$ cat src/rtl/pic_pkg.sv
package pic_pkg;
    localparam int PRIO_W = 4;

    // Word offsets on the register port
    localparam int OFF_TASK   = 0;
    localparam int OFF_ACK    = 1;
    localparam int OFF_EOI    = 2;
    localparam int OFF_SPUR   = 3;
    localparam int OFF_REINIT = 4;
    localparam int OFF_SRC    = 8;

    // Field positions inside a source configuration word
    localparam int CFG_VEC_LSB   = 0;
    localparam int CFG_PRIO_LSB  = 8;
    localparam int CFG_LEVEL_BIT = 16;
    localparam int CFG_MASK_BIT  = 31;

    typedef logic [PRIO_W-1:0] prio_t;
    localparam prio_t PRIO_MAX = '1;

    typedef enum logic [1:0] {
        S_IDLE   = 2'd0,
        S_REQ    = 2'd1,
        S_SETTLE = 2'd2
    } irq_state_e;

    typedef struct packed {
        logic  masked;
        logic  level;
        prio_t prio;
    } src_ctl_t;
endpackage

$ cat src/rtl/pic_arbiter.sv
module pic_arbiter
    import pic_pkg::*;
#(
    parameter int N     = 8,
    parameter int IDX_W = 3
) (
    input  logic [N-1:0]       req,
    input  prio_t [N-1:0]      prio,
    output logic               found,
    output logic [IDX_W-1:0]   idx,
    output prio_t              best
);
    // Strict comparison while scanning upward keeps the lowest index on ties
    always_comb begin
        found = 1'b0;
        idx   = '0;
        best  = '0;
        for (int i = 0; i < N; i++) begin
            if (req[i] && (!found || prio[i] > best)) begin
                found = 1'b1;
                idx   = IDX_W'(i);
                best  = prio[i];
            end
        end
    end
endmodule

$ cat src/rtl/pic_src_slice.sv
module pic_src_slice
    import pic_pkg::*;
#(
    parameter int VEC_W  = 8,
    parameter int DATA_W = 32
) (
    input  logic              clk,
    input  logic              rst_n,
    input  logic              cfg_we,
    input  logic [DATA_W-1:0] cfg_wdata,
    input  logic              src_in,
    input  logic              ack_take,
    output logic              pend,
    output src_ctl_t          ctl,
    output logic [VEC_W-1:0]  vec,
    output logic [DATA_W-1:0] cfg_rdata
);
    src_ctl_t         ctl_q;
    logic [VEC_W-1:0] vec_q;
    logic             src_q;
    logic             pend_q;
    logic             unused_cfg_bits;

    assign unused_cfg_bits = ^cfg_wdata;

    always_ff @(posedge clk) begin
        if (!rst_n) begin
            ctl_q.masked <= 1'b1;
            ctl_q.level  <= 1'b0;
            ctl_q.prio   <= '0;
            vec_q        <= '0;
            src_q        <= 1'b0;
            pend_q       <= 1'b0;
        end else begin
            if (cfg_we) begin
                ctl_q.masked <= cfg_wdata[CFG_MASK_BIT];
                ctl_q.level  <= cfg_wdata[CFG_LEVEL_BIT];
                ctl_q.prio   <= cfg_wdata[CFG_PRIO_LSB +: PRIO_W];
                vec_q        <= cfg_wdata[CFG_VEC_LSB +: VEC_W];
            end
            src_q <= src_in;
            if (ctl_q.level) begin
                pend_q <= src_in;
            end else if (src_in && !src_q) begin
                pend_q <= 1'b1;
            end else if (ack_take) begin
                pend_q <= 1'b0;
            end
        end
    end

    always_comb begin
        cfg_rdata                              = '0;
        cfg_rdata[CFG_MASK_BIT]                = ctl_q.masked;
        cfg_rdata[CFG_LEVEL_BIT]               = ctl_q.level;
        cfg_rdata[CFG_PRIO_LSB +: PRIO_W]      = ctl_q.prio;
        cfg_rdata[CFG_VEC_LSB +: VEC_W]        = vec_q;
    end

    assign pend = pend_q;
    assign ctl  = ctl_q;
    assign vec  = vec_q;
endmodule

$ cat src/rtl/pic_service.sv
module pic_service
    import pic_pkg::*;
#(
    parameter int N     = 8,
    parameter int IDX_W = 3
) (
    input  logic              clk,
    input  logic              rst_n,
    input  logic              push,
    input  logic [IDX_W-1:0]  push_idx,
    input  logic              pop,
    input  prio_t [N-1:0]     prio,
    output logic [N-1:0]      isr,
    output logic              active,
    output prio_t             top_prio
);
    logic [N-1:0]     isr_q;
    logic [N-1:0]     isr_d;
    logic [IDX_W-1:0] top_idx;

    pic_arbiter #(.N(N), .IDX_W(IDX_W)) i_top_pick (
        .req   (isr_q),
        .prio  (prio),
        .found (active),
        .idx   (top_idx),
        .best  (top_prio)
    );

    always_comb begin
        isr_d = isr_q;
        if (pop && active) begin
            isr_d[top_idx] = 1'b0;
        end
        if (push) begin
            isr_d[push_idx] = 1'b1;
        end
    end

    always_ff @(posedge clk) begin
        if (!rst_n) begin
            isr_q <= '0;
        end else begin
            isr_q <= isr_d;
        end
    end

    assign isr = isr_q;
endmodule

$ cat src/rtl/pic_top.sv
module pic_top
    import pic_pkg::*;
#(
    parameter int N_SRC  = 8,
    parameter int VEC_W  = 8,
    parameter int ADDR_W = 5,
    parameter int DATA_W = 32
) (
    input  logic              clk,
    input  logic              rst_n,
    input  logic [N_SRC-1:0]  src_in,
    input  logic              reg_wr,
    input  logic              reg_rd,
    input  logic [ADDR_W-1:0] reg_addr,
    input  logic [DATA_W-1:0] reg_wdata,
    output logic [DATA_W-1:0] reg_rdata,
    output logic              reg_rvalid,
    output logic              irq
);
    localparam int IDX_W = (N_SRC > 1) ? $clog2(N_SRC) : 1;
    localparam logic [ADDR_W-1:0] A_TASK   = ADDR_W'(OFF_TASK);
    localparam logic [ADDR_W-1:0] A_ACK    = ADDR_W'(OFF_ACK);
    localparam logic [ADDR_W-1:0] A_EOI    = ADDR_W'(OFF_EOI);
    localparam logic [ADDR_W-1:0] A_SPUR   = ADDR_W'(OFF_SPUR);
    localparam logic [ADDR_W-1:0] A_REINIT = ADDR_W'(OFF_REINIT);

    // Software-visible state
    prio_t            task_q;
    logic [VEC_W-1:0] spur_q;

    // Per-source views
    logic [N_SRC-1:0]             pend_all;
    logic [N_SRC-1:0]             masked_all;
    prio_t [N_SRC-1:0]            prio_all;
    logic [N_SRC-1:0][VEC_W-1:0]  vec_all;
    logic [N_SRC-1:0][DATA_W-1:0] cfg_rd_all;
    logic [N_SRC-1:0]             cfg_we;
    logic [N_SRC-1:0]             ack_take;

    // Arbitration
    logic             best_found;
    logic [IDX_W-1:0] best_idx;
    prio_t            best_prio;
    logic [N_SRC-1:0] isr_bits;
    logic             isr_active;
    prio_t            isr_prio;
    logic             eligible;

    // Register strobes
    logic ack_rd;
    logic ack_fire;
    logic eoi_fire;

    // Read path
    logic [DATA_W-1:0] rd_d;
    logic [DATA_W-1:0] rdata_q;
    logic              rvalid_q;

    // Request state machine
    irq_state_e state_q;
    irq_state_e state_d;
    logic       irq_o;

    genvar g;
    generate
        for (g = 0; g < N_SRC; g++) begin : g_src
            src_ctl_t ctl_g;

            assign cfg_we[g]   = reg_wr && (reg_addr == ADDR_W'(OFF_SRC + g));
            assign ack_take[g] = ack_fire && (best_idx == IDX_W'(g));

            pic_src_slice #(.VEC_W(VEC_W), .DATA_W(DATA_W)) i_slice (
                .clk       (clk),
                .rst_n     (rst_n),
                .cfg_we    (cfg_we[g]),
                .cfg_wdata (reg_wdata),
                .src_in    (src_in[g]),
                .ack_take  (ack_take[g]),
                .pend      (pend_all[g]),
                .ctl       (ctl_g),
                .vec       (vec_all[g]),
                .cfg_rdata (cfg_rd_all[g])
            );

            assign masked_all[g] = ctl_g.masked;
            assign prio_all[g]   = ctl_g.prio;
        end
    endgenerate

    pic_arbiter #(.N(N_SRC), .IDX_W(IDX_W)) i_pend_pick (
        .req   (pend_all & ~masked_all),
        .prio  (prio_all),
        .found (best_found),
        .idx   (best_idx),
        .best  (best_prio)
    );

    pic_service #(.N(N_SRC), .IDX_W(IDX_W)) i_service (
        .clk      (clk),
        .rst_n    (rst_n),
        .push     (ack_fire),
        .push_idx (best_idx),
        .pop      (eoi_fire),
        .prio     (prio_all),
        .isr      (isr_bits),
        .active   (isr_active),
        .top_prio (isr_prio)
    );

    assign eligible = best_found && (best_prio > task_q)
                      && (!isr_active || (best_prio > isr_prio));
    assign ack_rd   = reg_rd && (reg_addr == A_ACK);
    assign ack_fire = ack_rd && eligible;
    assign eoi_fire = reg_wr && (reg_addr == A_EOI);

    // Threshold and spurious vector
    always_ff @(posedge clk) begin
        if (!rst_n) begin
            task_q <= PRIO_MAX;
            spur_q <= '1;
        end else if (reg_wr) begin
            if (reg_addr == A_TASK) begin
                task_q <= reg_wdata[PRIO_W-1:0];
            end
            if (reg_addr == A_SPUR) begin
                spur_q <= reg_wdata[VEC_W-1:0];
            end
            if ((reg_addr == A_REINIT) && reg_wdata[0]) begin
                task_q <= PRIO_MAX;
            end
        end
    end

    // Read multiplexer
    always_comb begin
        rd_d = '0;
        if (reg_addr == A_TASK) begin
            rd_d[PRIO_W-1:0] = task_q;
        end else if (reg_addr == A_ACK) begin
            rd_d[VEC_W-1:0] = eligible ? vec_all[best_idx] : spur_q;
        end else if (reg_addr == A_SPUR) begin
            rd_d[VEC_W-1:0] = spur_q;
        end else begin
            for (int i = 0; i < N_SRC; i++) begin
                if (reg_addr == ADDR_W'(OFF_SRC + i)) begin
                    rd_d = cfg_rd_all[i];
                end
            end
        end
    end

    always_ff @(posedge clk) begin
        if (!rst_n) begin
            rdata_q  <= '0;
            rvalid_q <= 1'b0;
        end else begin
            rvalid_q <= reg_rd;
            if (reg_rd) begin
                rdata_q <= rd_d;
            end
        end
    end

    // State register
    always_ff @(posedge clk) begin
        if (!rst_n) begin
            state_q <= S_IDLE;
        end else begin
            state_q <= state_d;
        end
    end

    // Next state
    always_comb begin
        state_d = state_q;
        if (ack_fire) begin
            state_d = S_SETTLE;
        end else begin
            unique case (state_q)
                S_IDLE:   if (eligible) state_d = S_REQ;
                S_REQ:    if (!eligible) state_d = S_IDLE;
                S_SETTLE: state_d = S_IDLE;
                default:  state_d = S_IDLE;
            endcase
        end
    end

    // Outputs
    always_comb begin
        irq_o = 1'b0;
        unique case (state_q)
            S_REQ:   irq_o = 1'b1;
            default: irq_o = 1'b0;
        endcase
    end

    assign irq        = irq_o;
    assign reg_rdata  = rdata_q;
    assign reg_rvalid = rvalid_q;
endmodule

$ cat config.mk
export PLATFORM = sky130hd
export DESIGN_NAME = pic_top
export DESIGN_NICKNAME = d
export VERILOG_FILES = /design/src/rtl/pic_pkg.sv /design/src/rtl/pic_arbiter.sv /design/src/rtl/pic_src_slice.sv /design/src/rtl/pic_service.sv /design/src/rtl/pic_top.sv
export SDC_FILE = /design/constraint.sdc
export NUM_CORES = 1
export LEC_CHECK = 0
export BUFFER_PORTS_ARGS = -buffer_cell sky130_fd_sc_hd__buf_2
export CORE_ASPECT_RATIO = 1.1
export CORE_UTILIZATION = 50
export DETAILED_ROUTE_END_ITERATION = 10
export GPL_ROUTABILITY_DRIVEN = 0
export PLACE_DENSITY = 0.68
export SLEW_MARGIN = 25
export SYNTH_ARGS = -nofsm -noshare
export SYNTH_HDL_FRONTEND = slang
export SYNTH_SLANG_ARGS = --single-unit
$ cat constraint.sdc
create_clock -name clk -period 24.8 [get_ports clk]
set_input_delay 6.2 -clock clk [delete_from_list [all_inputs] [get_ports clk]]
set_output_delay 6.2 -clock clk [all_outputs]
set_load 0.005 [all_outputs]
After elaboration in Yosys (flattened, before gate mapping)
Cells that the tools add are included.
Storage, ports and cells
  bits of input ports: 49
  output and inout port bits: 34
  logic and storage cells: 307
  bits in registers: 183
Operators by class
  reduce and logical (&&, ||, !) cells: 102
  equality and inequality tests: 24
  bitwise operators: 6
  mux-type cells: 100
  magnitude comparators: 20
Operator list (number)
  32-bit 2-to-1 mux: 8
  4-bit 2-to-1 mux: 19
  4-bit > comparator: 16
  24-bit 2-to-1 mux: 2
  8-bit 2-to-1 mux: 6
  1-bit logical AND: 47
  1-bit 2-to-1 mux: 45
  5-bit by 4-bit == test with 1-bit output, second input constant: 8
  3-bit 2-to-1 mux: 10
  28-bit 2-to-1 mux: 1
  8-bit binary-select mux with 3-bit select: 1
  3-bit nonzero test: 8
  1-bit zero test: 23
  8-bit bitwise AND: 2
  8-bit inverter: 2
  1-bit logical OR: 15
  3-bit == test, second input constant: 4
  5-bit by 2-bit == test with 1-bit output, second input constant: 2
  2-bit 2-to-1 mux: 5
  3-bit by 4-bit less-than comparator with 1-bit output, second input constant: 2
  8-bit OR: 1
  2-bit AND reduction: 4
  1-bit demux with 3-bit select: 2
  3-bit by 2-bit == test with 1-bit output, second input constant: 2
  14 further kinds: 17

Depth between registers and ports, before layout
Gate-level depths: netlist (run 1).
  depth in word-level cells: 39
  gate-level depth with buffers: 67
  depth with buffers taken out: 63

Modules after synthesis
From an unflattened synthesis (run 1), not the netlist that was laid out.
Unflattened totals
  cells, all modules: 1756
  area total of the unflattened synthesis: 15124.5 sq um
By module, submodules not included
  pic_src_slice: cells each 84, sequential area each 320.3 sq um, area each 857.1 sq um, instances 8
  pic_top: cells each 623, sequential area each 940.9 sq um, area each 4853.4 sq um, instances 1
  pic_arbiter: cells each 210, sequential area each 0.0 sq um, area each 1519.0 sq um, instances 2
  pic_service: cells each 41, sequential area each 160.2 sq um, area each 376.6 sq um, instances 1

Least setup slack after synthesis (run 1)
OpenSTA, ideal clock, no wires.
  path type: flip-flop to flip-flop
  from: register i_service.isr_q[0], in the netlist i_service.isr[0]
  to: register rdata_q[6], in the netlist reg_rdata[6]
  data required time: 24680 ps
  setup slack: 12595 ps
  buffers on the path: 4
  cell stages (with the launch flop): 64
  arrival time: 12085 ps
  setup time: 120 ps
  clock period less this slack: 12205 ps
  path through: dfxtp_1 -> clkbuf_1 -> nand2_1 -> ha_1 -> nand4_1 -> nand2_1 -> a211oi_1 -> o21ai_0 -> and2_1 -> ha_1 -> nor2b_1 -> o21a_1 -> o21ai_1 -> a21o_1 -> clkbuf_1 -> a21o_1 -> ha_1 -> nor2b_1 -> [28 not listed] -> mux2i_1 -> ha_1 -> nor2b_1 -> o21a_1 -> o21a_1 -> o21a_1 -> o21ai_1 -> mux2_2 -> ha_1 -> inv_1 -> a21oi_1 -> o21ai_0 -> a21oi_1 -> nor3_1 -> clkbuf_1 -> nand4b_1 -> a22oi_1 -> o21ai_1
On the way
  longest elaborated chain between the ends: 35
  elaborated cells between the ends (all ways): 51
  those cells by class: order compare: 8; mux: 19; reduce/logical: 24
RTL lines
  start: declaration: RTL line pic_service.sv:17  | logic [N-1:0] isr_q;
  start signal: assignment: RTL line pic_service.sv:43  | isr_q <= isr_d;
  4-bit 2-to-1 mux or 1-bit 2-to-1 mux (tied branches): RTL line pic_arbiter.sv:19  | if (req[i] && (!found || prio[i] > best)) begin
  4-bit > comparator or 1-bit zero test (tied branches): RTL line pic_arbiter.sv:19
  1-bit logical OR: RTL line pic_arbiter.sv:19
  1-bit logical AND: RTL line pic_arbiter.sv:19
  4-bit 2-to-1 mux or 1-bit 2-to-1 mux (tied branches): RTL line pic_arbiter.sv:19
  4-bit > comparator or 1-bit zero test (tied branches): RTL line pic_arbiter.sv:19
  1-bit logical OR: RTL line pic_arbiter.sv:19
  1-bit logical AND: RTL line pic_arbiter.sv:19
  [19 not listed]
  1-bit logical AND: RTL line pic_arbiter.sv:19
  4-bit 2-to-1 mux or 1-bit 2-to-1 mux (tied branches): RTL line pic_arbiter.sv:19
  4-bit > comparator or 1-bit zero test (tied branches): RTL line pic_top.sv:111  | && (!isr_active || (best_prio > isr_prio));
  1-bit logical OR *: RTL line pic_top.sv:111
  1-bit logical AND *: RTL line pic_top.sv:111
  8-bit 2-to-1 mux *: RTL line pic_top.sv:140  | rd_d[VEC_W-1:0] = eligible ? vec_all[best_idx] : spur_q;
  8-bit 2-to-1 mux *: RTL line pic_top.sv:139  | end else if (reg_addr == A_ACK) begin
  28-bit 2-to-1 mux *: RTL line pic_top.sv:137  | if (reg_addr == A_TASK) begin
  end signal: assignment: RTL line pic_top.sv:159  | rdata_q <= rd_d;
  end: declaration: RTL line pic_top.sv:56  | logic [DATA_W-1:0] rdata_q;
Every way passes the cells marked *; elsewhere a longest branch is shown, timed or not.
A chain may end at the register's enable or synchronous reset.

Worst setup path after layout (run 1)
  from: register i_service.isr_q[0], in the netlist i_service.isr[0]
  to: register rdata_q[1], in the netlist reg_rdata[1]
On the way
  longest elaborated chain between the ends: 35
  elaborated cells between the ends (all ways): 51
  those cells by class: order compare: 8; mux: 19; reduce/logical: 24
RTL lines (RTL line)
  4-bit 2-to-1 mux or 1-bit 2-to-1 mux (tied branches): pic_arbiter.sv:19
  4-bit > comparator or 1-bit zero test (tied branches): pic_arbiter.sv:19
  1-bit logical OR: pic_arbiter.sv:19
  1-bit logical AND: pic_arbiter.sv:19
  4-bit 2-to-1 mux or 1-bit 2-to-1 mux (tied branches): pic_arbiter.sv:19
  4-bit > comparator or 1-bit zero test (tied branches): pic_arbiter.sv:19
  1-bit logical OR: pic_arbiter.sv:19
  1-bit logical AND: pic_arbiter.sv:19
  [19 not listed]
  1-bit logical AND: pic_arbiter.sv:19
  4-bit 2-to-1 mux or 1-bit 2-to-1 mux (tied branches): pic_arbiter.sv:19
  4-bit > comparator or 1-bit zero test (tied branches): pic_top.sv:111
  1-bit logical OR *: pic_top.sv:111
  1-bit logical AND *: pic_top.sv:111
  8-bit 2-to-1 mux *: pic_top.sv:140
  8-bit 2-to-1 mux *: pic_top.sv:139
  4-bit 2-to-1 mux *: pic_top.sv:137
Marked as above.

==> run summary, run 1 <==
VDD IR-drop max = 0.0412 mV
post-DR vias/cell = 6.52
fraction of final layout cells sized beyond drive strength 1 = 9.30%
leakage power figure = 4.42 nW
dominant combinational cell family by area after synthesis = compound AO/OA/AOI/OAI gates
Clock transition at path regs = 0.07 ns
async set-or-reset flop fraction in the synthesized netlist = 0%
buffers added on ports = 46
crit-path max cell delay = 0.96 ns
slowest CP cell = sky130_fd_sc_hd__a2111oi_1
post-synth top area share = 31.4%
CTS buffer count = 17
highest attainable clock frequency = 0.0677 GHz
synthesis-stage register bit count = 165
clock latency on the worst-skew pair = 0.44 ns
number of placement rows = 55
n_diodes = 0
Max clock buf depth = 2
core footprint = 0.0206 sq mm
number of antenna violations at the first check in global routing = 0
crit-path most repeated cell = sky130_fd_sc_hd__o21a_1
worst-path maximum fanout = 14
overall power consumption = 0.594 mW
GR Util All Layers = 33.4%
largest cells by area after synthesis = sky130_fd_sc_hd__dfxtp_1, sky130_fd_sc_hd__nand2_1, sky130_fd_sc_hd__ha_1
final hold vios = 0
number of gates resized after CTS = 0
EDFF count, synth = 0
largest net degree at the start of global routing = 84
global route overflow = 0
clk_skew = 0.00898 ns
CTS tree = yes
area share of and/or/nand/nor cells after synthesis = 22.7%
via count of the first global-routing pass = 10,139
worst min path class = flop to flop
capturing element type of the critical path = flop
total standard cell area after synthesis = 0.0105 sq mm
crit path time final = 14.77 ns
top_reg_cell synth = sky130_fd_sc_hd__dfxtp_1
FF/Latch Area = 0.00330 sq mm
required time reported for the critical path endpoint = 25.09 ns
number of buffers added for setup after CTS = 0
result of the run = completed
Yosys cell types = 78
number of standard cells after synthesis = 1,369
fin. max-slew vios = 0
most frequent cells in the layout = sky130_fd_sc_hd__nand2_1, sky130_fd_sc_hd__dfxtp_1, sky130_fd_sc_hd__a21oi_1
final setup violating endpoints = 0
total number of H-tree levels = 4
average wire per cell in the routed design = 21.8 microns
Max-Cap Viols = 0
first-pass GRT wire length = 55,600 microns
Pre-antenna DRT Iters = 6
mean cell area of the mapped netlist = 7.69 sq um
post-cts hold buffer count = 0
residual antenna-violating net count after detailed routing = 0
total I/O pin count = 83
P per Cell Area = 52.1 mW/mm^2
Die X-Extent = 140 microns
area grow syn2layout = 8.20%
most common library cell in the layout ignoring fill and taps = sky130_fd_sc_hd__nand2_1
number of vias after detailed routing = 10,644
worst-case headroom to the max-slew limit = 30.0%
total number of clock tree sinks = 165
startpoint types = flop
Die Outline Area = 0.0216 sq mm
estimated wirelength of the detail-placed design = 25,600 microns
data arrival at the endpoint of the critical path = 15.06 ns
slew of the pin with the lowest slew margin = 1.02 ns
Final Routed Wirelength = 35,600 microns
Compound-Gate Fraction of Synth Area = 26.3%
adder and majority gate portion of the synthesized area = 7.61%
setup repair after global routing missed its margin = false
Initial Util = 51.2%
post-synthesis mux area share = 5.43%
startpoint-to-endpoint class of the critical path = flop to flop
number of DRC violations after detailed-routing iteration 0 = 1,081
# fillers = 1,939
multi-input logic area = 0.00662 sq mm
clock tree root buffer cell = sky130_fd_sc_hd__clkbuf_16
Die Y = 154 microns
dominant cell type by area after synthesis = sky130_fd_sc_hd__dfxtp_1
drc violations = 0
parity-gate share of the synthesized area counting xor and xnor cells = 0%
net count reported at finish = 1,476
share of the clock period used by the worst path after layout = 59.6%
Yosys warning count = 0
Sum Neg Setup Slack = 0 ns
sequential element share of the synthesized area = 31.4%
-- kinds of logic (layout without fill, tap and decap cells) --
kind of cell	after synthesis	after routing
compound gates	420	420
buf+inv	157	147
simple gates	514	514
other cells	1	18
fa+ha+maj	64	64
flops	165	165
mux	48	48
-- report_power, final --
part	switching [mW]	internal, mW
logic	0.0312	0.0133
clock network	0.118	0.160
registers	0.00318	0.269
-- cells in the mapped netlist (4+ instances only) --
| cell type | count |
|---|---|
| sky130_fd_sc_hd__mux2i_1 | 38 |
| sky130_fd_sc_hd__nor3_1 | 11 |
| sky130_fd_sc_hd__buf_4 | 18 |
| sky130_fd_sc_hd__a21o_1 | 12 |
| sky130_fd_sc_hd__nand2b_1 | 13 |
| sky130_fd_sc_hd__or2_2 | 6 |
| sky130_fd_sc_hd__a22o_1 | 5 |
| sky130_fd_sc_hd__o21ai_1 | 7 |
| sky130_fd_sc_hd__ha_1 | 64 |
| sky130_fd_sc_hd__a221oi_1 | 11 |
| sky130_fd_sc_hd__nand4_1 | 21 |
| sky130_fd_sc_hd__nor2_1 | 85 |
| sky130_fd_sc_hd__a222oi_1 | 5 |
| sky130_fd_sc_hd__nand3_1 | 56 |
| sky130_fd_sc_hd__and2_1 | 22 |
| sky130_fd_sc_hd__dfxtp_1 | 165 |
| sky130_fd_sc_hd__a211oi_1 | 13 |
| sky130_fd_sc_hd__o2bb2ai_1 | 4 |
| sky130_fd_sc_hd__a2111oi_0 | 4 |
| sky130_fd_sc_hd__o41ai_1 | 6 |
| sky130_fd_sc_hd__o22ai_1 | 13 |
| sky130_fd_sc_hd__inv_1 | 53 |
| sky130_fd_sc_hd__o21ai_0 | 54 |
| sky130_fd_sc_hd__o21a_1 | 16 |
| sky130_fd_sc_hd__or3_1 | 4 |
| sky130_fd_sc_hd__and3_1 | 6 |
| sky130_fd_sc_hd__a221o_1 | 5 |
| sky130_fd_sc_hd__a21oi_1 | 151 |
| sky130_fd_sc_hd__o211ai_1 | 23 |
| sky130_fd_sc_hd__mux4_2 | 7 |
| sky130_fd_sc_hd__nand3b_1 | 6 |
| sky130_fd_sc_hd__a211o_1 | 4 |
| sky130_fd_sc_hd__buf_6 | 4 |
| sky130_fd_sc_hd__buf_1 | 7 |
| sky130_fd_sc_hd__nand2_1 | 239 |
| sky130_fd_sc_hd__o31a_1 | 5 |
| sky130_fd_sc_hd__o221ai_1 | 8 |
| sky130_fd_sc_hd__o22a_1 | 4 |
| sky130_fd_sc_hd__o31ai_1 | 5 |
| sky130_fd_sc_hd__clkbuf_1 | 68 |
| sky130_fd_sc_hd__buf_2 | 5 |
| sky130_fd_sc_hd__a22oi_1 | 9 |
| sky130_fd_sc_hd__a311oi_1 | 8 |
| sky130_fd_sc_hd__nor2b_1 | 26 |
| sky130_fd_sc_hd__a31oi_1 | 18 |
-- worst paths after layout --
check / from / to / slack, ns / cells past startpoint
setup / recovery: i_service.isr[0] / reg_rdata[1] / 10.03 / 60
setup reg to reg: i_service.isr[0] / reg_rdata[1] / 10.03 / 60
hold / removal: g_src[5].i_slice.vec[0] / g_src[5].i_slice.vec[0] / 0.46 / 2
hold reg to reg: g_src[5].i_slice.vec[0] / g_src[5].i_slice.vec[0] / 0.46 / 2
-- sequential cells by signal, indices dropped and copies added (netlist names) --
| signal | count |
|---|---|
| g_src.i_slice.vec | 64 |
| g_src.i_slice.cfg_rdata | 48 |
| reg_rdata | 14 |
| g_src.i_slice.pend | 8 |
| g_src.i_slice.src_q | 8 |
| i_service.isr | 8 |
| spur_q | 8 |
| task_q | 4 |
| state_q | 2 |
| reg_rvalid | 1 |
-- critical path, delay by kind of cell, from the launching register on --
| family | cells | cell delay, ns |
|---|---|---|
| adders and majority gates | 8 | 2.13 |
| muxes | 1 | 0.26 |
| AOI/OAI and AO/OA | 33 | 8.69 |
| DFF | 1 | 0.59 |
| buffers and inverters | 1 | 0.10 |
| and+or+nand+nor | 17 | 2.83 |
-- per-stage QoR --
step                      area [sq um]  hold WS [ns]  setup WS [ns]  instances  utilization (%)
after floorplan                  10600         0.436          12.59       1386                -
after global placement           10800         0.445          10.43       1600             52.3
after detailed placement         10800         0.452          10.34       1600             52.4
after CTS                        11400         0.461          10.30       1632             55.3
after global routing             11400         0.479           8.93       1632             55.4
final                            11400         0.457          10.03       1632             55.4
-- layout make-up --
type	instances	area share, %
multi-input combinational	1064	58.1
sequential	165	29.0
clock buffer	18	3.77
timing repair buffer	60	2.94
tap	256	2.81
inverter	55	1.83
clock inverter	14	1.55
-- routing by layer --
metal,up-vias,share of wire (%),GRT usage (%)
met4,0,6.3,23.0
met1,5016,39,39.9
met3,159,7.6,4.86
met2,546,47,55.4
li1,4923,-,-
met5,-,0,0
(Power assumes the default switching activity.)
==> run 2, diff against run 1 <==
ABC_AREA = 1   (was not set)
PLACE_DENSITY = 0.71   (was 0.68)
clock period = 13.3 ns   (was 24.8 ns; I/O delays follow)
==> run 2 against run 1 <==
Compared with the run above: die area decreased by 4.4%; hold slack gained 0.0056 ns; final area shrank 4.1%; first-iteration DRC count decreased by 37%; largest power group unchanged; sequential share of layout area is 1.2 points higher; worst setup slack got worse by 8.1 ns; non-clock buffer count down 11; power grew 88%; critical path type unchanged; sequential power grew 88%; sequential cell count did not move; clock power is 90% higher.
==> run summary, run 2 <==
most common library cell in the layout ignoring fill and taps = sky130_fd_sc_hd__nand2_1
Sum Neg Setup Slack = 0 ns (unchanged)
setup slack of the most critical reg-to-reg path = 1.96 ns (-8.07 ns)
number of standard cells after synthesis = 1,480 (+8.1%)
final setup violating endpoints = 0 (unchanged)
worst min path class = flop to flop
VDD IR-drop max = 0.0790 mV (+92%)
total standard cell area after synthesis = 0.0101 sq mm (-4.5%)
hold slack final = 0.463 ns (+0.00560 ns)
Clock transition at path regs = 0.08 ns (about the same)
number of placement rows = 54 (-1.8%)
CTS tree = yes
Yosys cell types = 47 (-40%)
count of non-filler cells in the finished layout = 1,755 (+7.5%)
data arrival at the endpoint of the critical path = 11.66 ns (-3.40 ns)
Final Routed Wirelength = 27,900 microns (-22%)
slowest CP cell = sky130_fd_sc_hd__dfxtp_1
CTS buffer count = 17 (unchanged)
leakage power figure = 4.94 nW (+12%)
Max clock buf depth = 2 (unchanged)
setup repair after global routing missed its margin = false
P per Cell Area = 102 mW/mm^2 (+96%)
worst-path maximum fanout = 13 (-1)
clock tree root buffer cell = sky130_fd_sc_hd__clkbuf_16
largest net degree at the start of global routing = 89 (+6.0%)
GR Util All Layers = 27.9% (-5.5 points)
total instance count after detailed placement = 1,723 (+7.7%)
post-synth top area share = 32.8% (+1.5 points)
crit path time final = 11.34 ns (-3.43 ns)
dominant cell type by area after synthesis = sky130_fd_sc_hd__dfxtp_1
number of antenna violations at the first check in global routing = 0 (unchanged)
Die Y = 151 microns (-2.2%)
worst hold start = reg_rdata[4]
Initial Util = 50.8% (-0.36 points)
startpoint-to-endpoint class of the critical path = flop to flop
global route overflow = 0 (unchanged)
highest attainable clock frequency = 0.0882 GHz (+30%)
parity-gate share of the synthesized area counting xor and xnor cells = 0% (unchanged)
most frequent cells in the layout = sky130_fd_sc_hd__nand2_1, sky130_fd_sc_hd__inv_1, sky130_fd_sc_hd__o21ai_0
adder and majority gate portion of the synthesized area = 7.96% (+0.36 points)
net count reported at finish = 1,603 (+8.6%)
Yosys warning count = 0 (unchanged)
final hold vios = 0 (unchanged)
clock share of power = 47.2% (+0.5 points)
drc violations = 0 (unchanged)
area share of and/or/nand/nor cells after synthesis = 23.1% (+0.46 points)
worst slack at placement = 2.08 ns (-8.26 ns)
Pre-antenna DRT Iters = 6 (unchanged)
result of the run = completed
estimated wirelength of the detail-placed design = 20,900 microns (-18%)
startpoint of the worst register-to-register path = i_service.isr[0]
ranking of synthesized cells by instance count = sky130_fd_sc_hd__nand2_1, sky130_fd_sc_hd__inv_1, sky130_fd_sc_hd__o21ai_0, sky130_fd_sc_hd__dfxtp_1, sky130_fd_sc_hd__a21oi_1
async set-or-reset flop fraction in the synthesized netlist = 0% (unchanged)
area grow syn2layout = 8.66%
largest cells by area after synthesis = sky130_fd_sc_hd__dfxtp_1, sky130_fd_sc_hd__nand2_1, sky130_fd_sc_hd__o21ai_0
core footprint = 0.0198 sq mm (-3.8%)
total I/O pin count = 83 (unchanged)
worst setup path startpoint = i_service.isr[0]
endpoint of the lowest-slack register-to-register path = g_src[0].i_slice.pend
sequential element share of the synthesized area = 32.8% (+1.5 points)
capturing element type of the critical path = flop
max reg flops = 64 (unchanged)
n_diodes = 0 (unchanged)
clock latency on the worst-skew pair = 0.43 ns (about the same)
slew of the pin with the lowest slew margin = 0.839 ns (-0.185 ns)
crit-path most repeated cell = sky130_fd_sc_hd__nand2_1
number of buffers added for setup after CTS = 0 (unchanged)
worst reg2reg path depth = 85 (+42%)
top_reg_cell synth = sky130_fd_sc_hd__dfxtp_1
cell-internal power = 0.835 mW (+89%)
Compound-Gate Fraction of Synth Area = 25.1% (-1.2 points)
required time reported for the critical path endpoint = 13.62 ns (-11.47 ns)
dominant combinational cell family by area after synthesis = compound AO/OA/AOI/OAI gates
synthesis-stage register bit count = 165 (unchanged)
share of the clock period used by the worst path after layout = 85.3% (+26 points)
number of DRC violations after detailed-routing iteration 0 = 678 (-37%)
post-cts hold buffer count = 0 (unchanged)
Die Outline Area = 0.0207 sq mm (-4.4%)
mean cell area of the mapped netlist = 6.80 sq um (-12%)
Die X-Extent = 137 microns (-2.2%)
number of gates resized after CTS = 0 (unchanged)
crit-path max cell delay = 0.48 ns (-0.48 ns)
post-DR vias/cell = 5.57 (-15%)
fin. max-slew vios = 0 (unchanged)
number of vias after detailed routing = 9,767 (-8.2%)
overall power consumption = 1.11 mW (+88%)
worst-case headroom to the max-slew limit = 44.1% (+14 points)
first-pass GRT wire length = 44,500 microns (-20%)
clk_skew = 0.0141 ns (+0.00509 ns)
residual antenna-violating net count after detailed routing = 0 (unchanged)
Switching Power = 0.279 mW (+84%)
EDFF count, synth = 0 (unchanged)
# fillers = 1,951 (+0.62%)
startpoint types = flop
fraction of final layout cells sized beyond drive strength 1 = 9.31% (+0.012 points)
Max-Cap Viols = 0 (unchanged)
worst setup margin = 1.96 ns (-8.07 ns)
via count of the first global-routing pass = 8,983 (-11%)
total number of H-tree levels = 4 (unchanged)
library cell with the highest instance count after synthesis = sky130_fd_sc_hd__nand2_1
post-synthesis mux area share = 0% (-5.4 points)
average wire per cell in the routed design = 15.9 microns (-27%)
share of power burned in combinational logic = 7.1% (-0.4 points)
buffers added on ports = 46 (unchanged)
total number of clock tree sinks = 165 (unchanged)
sequential fraction of design power = 45.8% (about the same)
switching fraction of total power = 25.1% (-0.55 points)
termination of the worst setup path = g_src[0].i_slice.pend
## run 2: final cells by class
cell class	instances	area [sq um]	share of cell area [%]
Multi-Input combinational cell	1069	5720	52.3
Sequential cell	165	3300	30.2
Inverter	188	707	6.47
Clock buffer	18	439	4.02
Tap cell	252	315	2.89
Timing Repair Buffer	49	255	2.34
Clock inverter	14	189	1.73
## run 2: power groups by stage
stage	Sequential, mW	Combinational [mW]	Clock, mW
after global routing	0.511	0.0886	0.549
after global placement	0.521	0.0762	0
after floorplan	0.520	0.0556	0
after CTS	0.510	0.0782	0.528
final	0.510	0.0788	0.525
after detailed placement	0.521	0.0778	0
## run 2: stage by stage
stage	instance area [sq um]	util, %
2_1_floorplan	10100	-
3_3_place_gp	10300	52.0
3_5_place_dp	10300	52.0
4_1_cts	10900	55.2
5_1_grt	10900	55.2
6_report	10900	55.2
## run 2: cell families (layout without fill, tap and decap cells)
kind of cell    Yosys count  in the layout
other cells               1             18
fa+ha+maj                64             64
flops                   165            165
compound gates          451            451
simple gates            536            536
buf+inv                 263            269
## run 2: worst min-delay path by stage
stage	to	slack, ns	cells after the start
2_1_floorplan	state_q[0]	0.40	1
3_3_place_gp	state_q[0]	0.43	1
3_5_place_dp	state_q[0]	0.44	1
4_1_cts	state_q[0]	0.46	1
5_1_grt	state_q[0]	0.47	1
6_report	reg_rdata[4]	0.46	2
## run 2: worst max-delay path, delay by kind of cell (launching register included)
kind	cells	cell delay, ns
compound gates	23	2.90
buf+inv	11	1.06
simple gates	43	4.50
fa+ha+maj	8	2.26
flops	1	0.48
## run 2: routing by layer
metal  GRT usage [%]  part of all wire (%)  wire length, microns
met3            3.06                   3.9                  1090
met5               0                     0                     0
met1            34.1                    43                 11900
met2            48.7                    50                 14000
met4            12.6                   3.4                   941
==> run 3, diff against run 2 <==
CORE_MARGIN = 2   (was not set)
==> run 3 against run 2 <==
Compared with the run above: register-to-register slack improved by 0.13 ns; final area fell by 0.42%; sequential cell count did not move; largest power group is now registers; non-clock buffer count did not move; clock-buffer cell count fell by 1; critical path type unchanged; core utilization fell by 0.23 points.
==> run summary, run 3 (synthesis gave the netlist of run 2 again) <==
slowest CP cell = sky130_fd_sc_hd__dfxtp_1
total number of clock tree sinks = 165 (unchanged)
Routed met3 length = 1320 microns (+21%)
n_diodes = 0 (unchanged)
final setup violating endpoints = 0 (unchanged)
crit-path max cell delay = 0.48 ns (about the same)
total I/O pin count = 83 (unchanged)
most frequent cells in the layout = sky130_fd_sc_hd__nand2_1, sky130_fd_sc_hd__inv_1, sky130_fd_sc_hd__o21ai_0
number of DRC violations after detailed-routing iteration 0 = 788 (+16%)
crit-path most repeated cell = sky130_fd_sc_hd__nand2_1
Final Routed Wirelength = 28,200 microns (+1.1%)
data arrival at the endpoint of the critical path = 11.52 ns (-0.14 ns)
P per Cell Area = 98.7 mW/mm^2 (-3.1%)
Max clock buf depth = 2 (unchanged)
clk_skew = 0.00948 ns (-0.00459 ns)
global route overflow = 0 (unchanged)
CTS tree = yes
share of the clock period used by the worst path after layout = 84.3% (-0.97 points)
number of placement rows = 54 (unchanged)
largest net degree at the start of global routing = 123 (+38%)
capturing element type of the critical path = flop
Sum Neg Setup Slack = 0 ns (unchanged)
crit path time final = 11.21 ns (-0.130 ns)
via count of the first global-routing pass = 9,177 (+2.2%)
clock tree root buffer cell = sky130_fd_sc_hd__clkbuf_16
top routing layer in use = met4
first-pass GRT wire length = 45,500 microns (+2.2%)
average wire per cell in the routed design = 16.1 microns (+1.1%)
drc violations = 0 (unchanged)
VDD IR-drop max = 0.0798 mV (+0.92%)
post-cts hold buffer count = 0 (unchanged)
startpoint-to-endpoint class of the critical path = flop to flop
leakage power figure = 4.91 nW (-0.47%)
number of gates resized after CTS = 0 (unchanged)
most common library cell in the layout ignoring fill and taps = sky130_fd_sc_hd__nand2_1
# fillers = 1,991 (+2.1%)
fin. max-slew vios = 0 (unchanged)
net count reported at finish = 1,603 (unchanged)
total number of H-tree levels = 4 (unchanged)
Detail Route met2 WL = 14,000 microns (about the same)
Max-Cap Viols = 0 (unchanged)
area grow syn2layout = 8.20%
final hold vios = 0 (unchanged)
Die X-Extent = 139 microns (+1.5%)
overall power consumption = 1.07 mW (-3.5%)
clock latency on the worst-skew pair = 0.43 ns (about the same)
CTS buffer count = 17 (unchanged)
required time reported for the critical path endpoint = 13.61 ns (about the same)
highest attainable clock frequency = 0.0892 GHz (+1.2%)
estimated wirelength of the detail-placed design = 21,100 microns (+0.82%)
fraction of final layout cells sized beyond drive strength 1 = 9.31% (unchanged)
post-DR vias/cell = 5.59 (+0.42%)
worst-case headroom to the max-slew limit = 47.7% (+3.6 points)
wire length on met1 = 12,000 microns (+0.57%)
result of the run = completed
worst min path class = flop to flop
residual antenna-violating net count after detailed routing = 0 (unchanged)
startpoint of the worst register-to-register path = i_service.isr[0]
Clock transition at path regs = 0.08 ns (about the same)
setup repair after global routing missed its margin = false
max reg flops = 64 (unchanged)
buffers added on ports = 46 (unchanged)
number of buffers added for setup after CTS = 0 (unchanged)
worst-path maximum fanout = 13 (unchanged)
startpoint types = flop
worst hold start = state_q[1]
Die Outline Area = 0.0213 sq mm (+2.8%)
Initial Util = 50.8% (unchanged)
worst setup path startpoint = i_service.isr[0]
core footprint = 0.0198 sq mm (unchanged)
Die Y = 153 microns (+1.3%)
slew of the pin with the lowest slew margin = 0.785 ns (-0.0537 ns)
number of antenna violations at the first check in global routing = 0 (unchanged)
Pre-antenna DRT Iters = 7 (+1)
GR Util All Layers = 26.3% (-1.5 points)
number of vias after detailed routing = 9,808 (+0.42%)
-- run 3: cell types whose count changed in the layout (fill, tap and decap cells not counted), sizes merged --
cell	previous run	this run
clkinv	8	9
inv	190	193
bufinv	3	0
clkbuf	18	17
-- run 3: per-layer routing --
layer	global-route usage (%)	vias to the layer above
met5	0	-
met3	2.55	71
met1	33.2	4467
met4	10.9	0
met2	46.0	327
li1	-	4943
-- run 3: worst paths after layout --
| check | end | slack (ns) | cells past startpoint |
|---|---|---|---|
| max reg2reg | g_src[1].i_slice.pend | 2.09 | 84 |
| min reg2reg | state_q[0] | 0.43 | 1 |
| max | g_src[1].i_slice.pend | 2.09 | 84 |
| min | state_q[0] | 0.43 | 1 |
-- run 3: layout make-up --
cell class | count | area, sq um | share of cell area (%)
Clock buffer | 17 | 425 | 3.91
Sequential cell | 165 | 3300 | 30.4
Clock inverter | 15 | 153 | 1.40
Tap cell | 252 | 315 | 2.90
Multi-Input combinational cell | 1069 | 5720 | 52.6
Timing Repair Buffer | 49 | 259 | 2.38
Inverter | 188 | 707 | 6.50
-- run 3: power breakdown --
part,switching (mW),internal (mW)
clock network,0.234,0.251
registers,0.00611,0.504
logic,0.0547,0.0243
total,0.295,0.779
-- run 3: worst max-delay path, delay by kind of cell, from the launching register on --
family	cells	cell delay (ns)
compound gates	23	2.81
fa+ha+maj	8	2.26
buf+inv	10	1.00
flops	1	0.48
simple gates	43	4.55
-- run 3: metrics by stage --
stage | util (%) | cell area, sq um | hold slack (ns) | instances | setup slack, ns
after floorplan | - | 10100 | 0.401 | 1497 | 3.85
after global placement | 52.0 | 10300 | 0.431 | 1723 | 2.32
after detailed placement | 52.0 | 10300 | 0.420 | 1723 | 2.14
after CTS | 54.9 | 10900 | 0.432 | 1755 | 2.07
after global routing | 55.0 | 10900 | 0.453 | 1755 | 0.802
final | 55.0 | 10900 | 0.432 | 1755 | 2.09
